$ cat config.mk
export PLATFORM = sky130hd
export DESIGN_NAME = sdram_stream_writer
export DESIGN_NICKNAME = d
export VERILOG_FILES = /design/src/rtl/sdw_pkg.sv /design/src/rtl/sdw_refresh.sv /design/src/rtl/sdw_addr.sv /design/src/rtl/sdw_sched.sv /design/src/rtl/sdram_stream_writer.sv
export SDC_FILE = /design/constraint.sdc
export NUM_CORES = 1
export LEC_CHECK = 0
export ABC_AREA = 1
export CORE_MARGIN = 8
export CORE_UTILIZATION = 40
export CTS_CLUSTER_DIAMETER = 40
export DETAILED_ROUTE_END_ITERATION = 8
export DONT_BUFFER_PORTS = 1
export PLACE_DENSITY = 0.51
export SLEW_MARGIN = 20
export SYNTH_ARGS = -nofsm -noshare
export SYNTH_HDL_FRONTEND = slang
export SYNTH_SLANG_ARGS = --single-unit
$ cat constraint.sdc
create_clock -name clk -period 11.8 [get_ports clk]
set_input_delay 0 -clock clk [delete_from_list [all_inputs] [get_ports clk]]
set_output_delay 0 -clock clk [all_outputs]
set_load 0.05 [all_outputs]
$ cat src/rtl/sdw_pkg.sv
package sdw_pkg;

  // {ras_n, cas_n, we_n}
  typedef enum logic [2:0] {
    CMD_NOP = 3'b111,
    CMD_ACT = 3'b011,
    CMD_WR  = 3'b100,
    CMD_REF = 3'b001
  } cmd_e;

  typedef enum logic [1:0] {
    ST_IDLE,
    ST_STREAM,
    ST_RFSH
  } st_e;

  localparam int AUTO_PRE_BIT = 10;

endpackage

$ cat src/rtl/sdw_refresh.sv
module sdw_refresh (
  input  logic clk,
  input  logic rst,
  input  logic req,
  input  logic fire,
  output logic pend
);

  // a new request arriving on the serving edge stays pending
  always_ff @(posedge clk) begin
    if (rst) pend <= 1'b0;
    else     pend <= req | (pend & ~fire);
  end

endmodule

$ cat src/rtl/sdw_addr.sv
module sdw_addr #(
  parameter  int ROW_W = 12,
  parameter  int COL_W = 8,
  localparam int LA_W  = ROW_W + COL_W + 1
) (
  input  logic             clk,
  input  logic             rst,
  input  logic             load,
  input  logic [LA_W-1:0]  base,
  input  logic             act_fire,
  input  logic             wr_fire,
  output logic [1:0]       act_bank,
  output logic [ROW_W-1:0] act_row,
  output logic [1:0]       wr_bank,
  output logic [COL_W-2:0] wr_colb
);

  logic [LA_W-1:0] act_la_q, wr_la_q;

  // separate cursors: activations run three bursts ahead of writes
  always_ff @(posedge clk) begin
    if (rst) begin
      act_la_q <= '0;
      wr_la_q  <= '0;
    end else if (load) begin
      act_la_q <= base;
      wr_la_q  <= base;
    end else begin
      if (act_fire) act_la_q <= act_la_q + LA_W'(1);
      if (wr_fire)  wr_la_q  <= wr_la_q + LA_W'(1);
    end
  end

  always_comb begin
    act_bank = act_la_q[1:0];
    act_row  = act_la_q[ROW_W+1:2];
    wr_bank  = wr_la_q[1:0];
    wr_colb  = wr_la_q[LA_W-1:ROW_W+2];
  end

endmodule

$ cat src/rtl/sdw_sched.sv
module sdw_sched
  import sdw_pkg::*;
#(
  parameter int LEN_W   = 10,
  parameter int RFC_CYC = 8
) (
  input  logic             clk,
  input  logic             rst,
  input  logic             start,
  input  logic [LEN_W-1:0] len,
  input  logic             valid,
  input  logic             ref_pend,
  output logic             load,
  output logic             act_fire,
  output logic             wr_fire,
  output logic             take,
  output logic             ref_fire,
  output logic             ready,
  output logic             busy
);

  localparam int RFC_W = $clog2(RFC_CYC + 1);
  localparam int T_W   = (LEN_W + 2 > RFC_W) ? LEN_W + 2 : RFC_W;
  localparam int X_W   = T_W + 1;
  localparam logic [X_W-1:0] FIRST_BEAT = X_W'(5);
  localparam logic [X_W-1:0] TAIL       = X_W'(4);
  localparam logic [T_W-1:0] RFC_LAST   = T_W'(RFC_CYC - 1);

  st_e              st_q;
  logic [T_W-1:0]   t_q;
  logic [LEN_W-1:0] lim_q;
  logic             drain_q;

  logic [X_W-1:0] tx, limx, cutx, effx;
  logic           in_stream, beat_win, stall, last;

  // burst k: ACT at t=2k, WRITE at t=2k+5, beats at 2k+5 and 2k+6
  always_comb begin
    in_stream = (st_q == ST_STREAM);
    tx        = X_W'(t_q);
    limx      = X_W'(lim_q);
    beat_win  = in_stream && (tx >= FIRST_BEAT) && (tx < (limx << 1) + FIRST_BEAT);
    ready     = beat_win && !drain_q;
    take      = ready && valid;
    stall     = ready && !valid;
    // bursts whose ACT was issued strictly before this edge
    cutx      = (tx + X_W'(1)) >> 1;
    effx      = (stall && (cutx < limx)) ? cutx : limx;
    act_fire  = in_stream && !t_q[0] && ((tx >> 1) < effx);
    wr_fire   = in_stream && t_q[0] && (tx >= FIRST_BEAT) &&
                (((tx - FIRST_BEAT) >> 1) < effx);
    last      = in_stream && (tx == (effx << 1) + TAIL);
    load      = (st_q == ST_IDLE) && start && (len != '0);
    ref_fire  = (st_q == ST_IDLE) && !load && ref_pend;
    busy      = (st_q != ST_IDLE);
  end

  always_ff @(posedge clk) begin
    if (rst) begin
      st_q    <= ST_IDLE;
      t_q     <= '0;
      lim_q   <= '0;
      drain_q <= 1'b0;
    end else begin
      case (st_q)
        ST_IDLE: begin
          if (load) begin
            st_q    <= ST_STREAM;
            t_q     <= '0;
            lim_q   <= len;
            drain_q <= 1'b0;
          end else if (ref_fire) begin
            st_q <= ST_RFSH;
            t_q  <= '0;
          end
        end
        ST_STREAM: begin
          t_q   <= t_q + T_W'(1);
          lim_q <= effx[LEN_W-1:0];
          if (stall) drain_q <= 1'b1;
          if (last)  st_q    <= ST_IDLE;
        end
        ST_RFSH: begin
          t_q <= t_q + T_W'(1);
          if (t_q == RFC_LAST) st_q <= ST_IDLE;
        end
        default: st_q <= ST_IDLE;
      endcase
    end
  end

endmodule

$ cat src/rtl/sdram_stream_writer.sv
module sdram_stream_writer
  import sdw_pkg::*;
#(
  parameter  int DQ_W    = 16,
  parameter  int LEN_W   = 10,
  parameter  int ROW_W   = 12,
  parameter  int COL_W   = 8,
  parameter  int A_W     = 12,
  parameter  int RFC_CYC = 8,
  localparam int LA_W    = ROW_W + COL_W + 1,
  localparam int DQM_W   = DQ_W / 8
) (
  input  logic             clk,
  input  logic             rst,
  input  logic             start_i,
  input  logic [LA_W-1:0]  base_i,
  input  logic [LEN_W-1:0] len_i,
  input  logic             valid_i,
  input  logic [DQ_W-1:0]  data_i,
  output logic             ready_o,
  output logic             busy_o,
  input  logic             refresh_req_i,
  output logic             ras_n_o,
  output logic             cas_n_o,
  output logic             we_n_o,
  output logic [1:0]       ba_o,
  output logic [A_W-1:0]   addr_o,
  output logic [DQ_W-1:0]  dq_o,
  output logic [DQM_W-1:0] dqm_o
);

  if (A_W <= AUTO_PRE_BIT || COL_W > AUTO_PRE_BIT || ROW_W > A_W || COL_W < 2) begin : g_bad_geom
    $error("sdram_stream_writer: address geometry does not fit the address bus");
  end

  logic             load, act_fire, wr_fire, take, ref_fire, ref_pend;
  logic [1:0]       act_bank, wr_bank;
  logic [ROW_W-1:0] act_row;
  logic [COL_W-2:0] wr_colb;
  logic [A_W-1:0]   act_a, wr_a;

  cmd_e             cmd_q;
  logic [1:0]       ba_q;
  logic [A_W-1:0]   addr_q;
  logic [DQ_W-1:0]  dq_q;
  logic [DQM_W-1:0] dqm_q;

  sdw_sched #(.LEN_W(LEN_W), .RFC_CYC(RFC_CYC)) u_sched (
    .clk      (clk),
    .rst      (rst),
    .start    (start_i),
    .len      (len_i),
    .valid    (valid_i),
    .ref_pend (ref_pend),
    .load     (load),
    .act_fire (act_fire),
    .wr_fire  (wr_fire),
    .take     (take),
    .ref_fire (ref_fire),
    .ready    (ready_o),
    .busy     (busy_o)
  );

  sdw_addr #(.ROW_W(ROW_W), .COL_W(COL_W)) u_addr (
    .clk      (clk),
    .rst      (rst),
    .load     (load),
    .base     (base_i),
    .act_fire (act_fire),
    .wr_fire  (wr_fire),
    .act_bank (act_bank),
    .act_row  (act_row),
    .wr_bank  (wr_bank),
    .wr_colb  (wr_colb)
  );

  sdw_refresh u_rfsh (
    .clk  (clk),
    .rst  (rst),
    .req  (refresh_req_i),
    .fire (ref_fire),
    .pend (ref_pend)
  );

  always_comb begin
    act_a = '0;
    act_a[ROW_W-1:0] = act_row;
    wr_a = '0;
    wr_a[COL_W-1:0] = {wr_colb, 1'b0};
    wr_a[AUTO_PRE_BIT] = 1'b1;
  end

  // ACT and WRITE land on opposite parities of the cycle count
  always_ff @(posedge clk) begin
    if (rst) begin
      cmd_q  <= CMD_NOP;
      ba_q   <= '0;
      addr_q <= '0;
      dq_q   <= '0;
      dqm_q  <= '1;
    end else begin
      if (act_fire) begin
        cmd_q  <= CMD_ACT;
        ba_q   <= act_bank;
        addr_q <= act_a;
      end else if (wr_fire) begin
        cmd_q  <= CMD_WR;
        ba_q   <= wr_bank;
        addr_q <= wr_a;
      end else if (ref_fire) begin
        cmd_q  <= CMD_REF;
        ba_q   <= '0;
        addr_q <= '0;
      end else begin
        cmd_q  <= CMD_NOP;
        ba_q   <= '0;
        addr_q <= '0;
      end
      dq_q  <= take ? data_i : '0;
      dqm_q <= take ? '0 : '1;
    end
  end

  assign {ras_n_o, cas_n_o, we_n_o} = cmd_q;
  assign ba_o   = ba_q;
  assign addr_o = addr_q;
  assign dq_o   = dq_q;
  assign dqm_o  = dqm_q;

endmodule

==> impl_metrics.toml <==
[drt]
dr_total_vias = 6066
drt_iter0_markers = 555
viasPerCell = 5.030
postRouteAntennaNets = 0
wl_um = 19550
firstDrtPassIters = 5
drc_errors = 0
routedWlPerCell_um = 16.21

[clocking]
insertion_delay_ps = 360
clockRootBuffer = "clkbuf_16"
cts.sinks = 95
post_cts_resize_count = 0
cts_tree = "done"
cts_buffers = 9
path_clk_slew_ps = 80
cts_max_level = 3
cts_buffer_depth = 2

[placement]
portBuffers = 0
hpwl_um = 14540
post-place-ws_ps = 6624
place_congestion = 0.8656

[sta]
holdWs_ps = 30.61
layout_setup_ws_ps = 6635
finalCritPeriodShare_pct = 43.77
fin_crit_ps = 5165
clock.fmax_mhz = 193.6
fin_worst_skew_ps = 10.47
slew_headroom_pct = 33.84
finalSetupTns_ps = 0
hold_viol = 0
setup_viol = 0
drv_slew = 0
worst_pin_slew_ps = 991.3
grt_setup_unrepaired = "false"

[worst_setup_path]
path_max_fanout = 28
crit_arrival_ps = 5420
cp_data_required_time_ps = 12050
slowest_delay_ps = 460
end_kind = "register"
slowest_stage = "dfxtp_1"
path_class = "register to register"
crit_top_cell = "nor2_1"
cp-start-kind = "register"

[yosys]
netlist_area_um2 = 6365
post_synth_inst_count = 958
synth-main-ff-cell = "dfxtp_1"
ys_warn_count = 0
yosysSeqAreaShare_pct = 29.88
synth_area_leader_cell = "dfxtp_1"
ys_top_cells_by_count = "nand2_1 (210), inv_1 (130), nor2_1 (115)"
synth-seq-cells = 95
synthTopCellsByArea = "dfxtp_1 (30%), nand2_1 (12%), ha_1 (9.8%)"
synth_edf_count = 0
avgSynthCellArea_um2 = 6.644
synth.distinct_cells = 42
netlist.area_leader.share_pct = 29.88
ys_async_sr_fraction_pct = 0
synth.most_common_cell = "nand2_1"

[pwr]
p_sw_mw = 0.9709
p_leak_nw = 3.204
pwr-share-clk_pct = 16.1
p_per_area_nw_per_um2 = 258.8
vdd_drop_max_mv = 0.1612
power.share.sequential_pct = 29.1
swShare_pct = 51.71
intPower_mw = 0.9066
p_comb_share_pct = 54.9

[floorplanning]
initial_utilization_pct = 40.51
coreArea_um2 = 15710
die-area_um2 = 20210
rows = 46
fp.dieH_um = 142.1
die_width_um = 142.1
ios = 89

[job]
maxCapViolCount = 0

[final_layout]
diodes = 0
area_delta_synth_final_pct = 14.00
drive_gt1_share_pct = 4.444
finalNetCount = 1087

[global_route]
grt_pass1_vias = 5491
antenna_found_initial = 0
overflow = 0
grt_pass1_wl_um = 30740
track_usage_pct = 19.48
grt_max_degree = 40

[outcome]
status = "complete, no violations"

[min_path]
hold_class = "primary input to register"
-- state kept, by name, indices dropped and copies added (netlist names) --
name,flops
ba_o,2
addr_o,12
dq_o,16
u_sched.t_q,12
u_sched.drain_q,1
u_rfsh.pend,1
u_addr.act_la_q,14
u_sched.lim_q,10
u_sched.st_q,2
dqm_o,1
u_addr.wr_la_q,21
cmd_q,3
-- path summary, 6_finish.rpt --
check / from / end / slack (ps) / cells after the start
worst max-delay path: u_sched.lim_q[1] / u_addr.wr_la_q[4] / 6630 / 28
worst min-delay path: base_i[12] / u_addr.act_la_q[12] / 30 / 4
worst max register to register: u_sched.lim_q[1] / u_addr.wr_la_q[4] / 6630 / 28
worst min register to register: u_sched.drain_q / u_sched.drain_q / 460 / 2
-- area by class of cell --
class                           count  area (um2)
Clock inverter                      7       81.33
Inverter                          133       499.2
Fill cell                        1616        8457
Multi-Input combinational cell    700        3815
Timing Repair Buffer               46       462.9
Sequential cell                    95        1902
Tap cell                          216       270.3
Clock buffer                        9       225.2
-- power groups by stage --
stage                     sequential, mW  combinational (mW)  clock, mW
after detailed placement           0.552                1.00          0
after CTS                          0.545                1.03      0.313
after global placement             0.553                1.02          0
after global routing               0.559                1.17      0.324
after floorplan                    0.505               0.802          0
final                              0.546                1.03      0.301
-- cells by family (layout without fill, tap and decap cells) --
kind of cell / count (synthesis) / count (layout) / share of synthesized area (%)
buffers and inverters: 164 / 195 / 10.24
and+or+nand+nor: 428 / 428 / 28.82
AOI/OAI and AO/OA: 182 / 182 / 15.90
xor gates and xnor gates: 36 / 36 / 4.954
other: 1 / 2 / 0.05892
DFF: 95 / 95 / 29.88
muxes: 2 / 2 / 0.3145
adders and majority gates: 50 / 50 / 9.829
-- metal layers --
metal | GRT usage, % | up-vias | part of all wire [%]
met3 | 4.025 | 16 | 6.5
met1 | 28.29 | 2702 | 51
met4 | 4.748 | 0 | 1.1
met5 | 0 | - | 0
li1 | - | 3174 | -
met2 | 28.42 | 174 | 41
-- placed cells by master (no fill, tap or decap), drive strengths merged, types with 8 or more instances in the layout --
| cell | instances |
|---|---|
| nand2 | 219 |
| inv | 137 |
| nor2 | 118 |
| dfxtp | 95 |
| o21ai | 80 |
| a21oi | 68 |
| ha | 50 |
| nand3 | 48 |
| dlygate4sd3 | 42 |
| xor2 | 26 |
| nor3 | 18 |
| nand4 | 17 |
| a211oi | 13 |
| xnor2 | 10 |
| clkbuf | 9 |
| o211ai | 8 |
-- critical path, delay by kind of cell (launching register included) --
family,cells,cell delay [ps]
compound gates,6,860
fa+ha+maj,3,820
buf+inv,3,410
flops,1,460
xor+xnor,1,180
simple gates,15,2320
-- per-stage QoR --
stage / area, um2 / utilization [%] / total power, mW / instances
2_1_floorplan: 6369 / - / 1.307 / 959
3_3_place_gp: 6509 / 41.42 / 1.570 / 1147
3_5_place_dp: 6509 / 41.42 / 1.557 / 1147
4_1_cts: 7256 / 46.18 / 1.886 / 1206
5_1_grt: 7256 / 46.18 / 2.055 / 1206
6_report: 7256 / 46.18 / 1.877 / 1206
-- timing repair --
action                                  4_1_cts  5_1_grt
endpoints found under the setup margin        0        0
buffers inserted                              0        0
hold endpoints to repair                     66        0
hold buffers                                 43        0
Note: power is estimated with default switching activity, not from simulation.
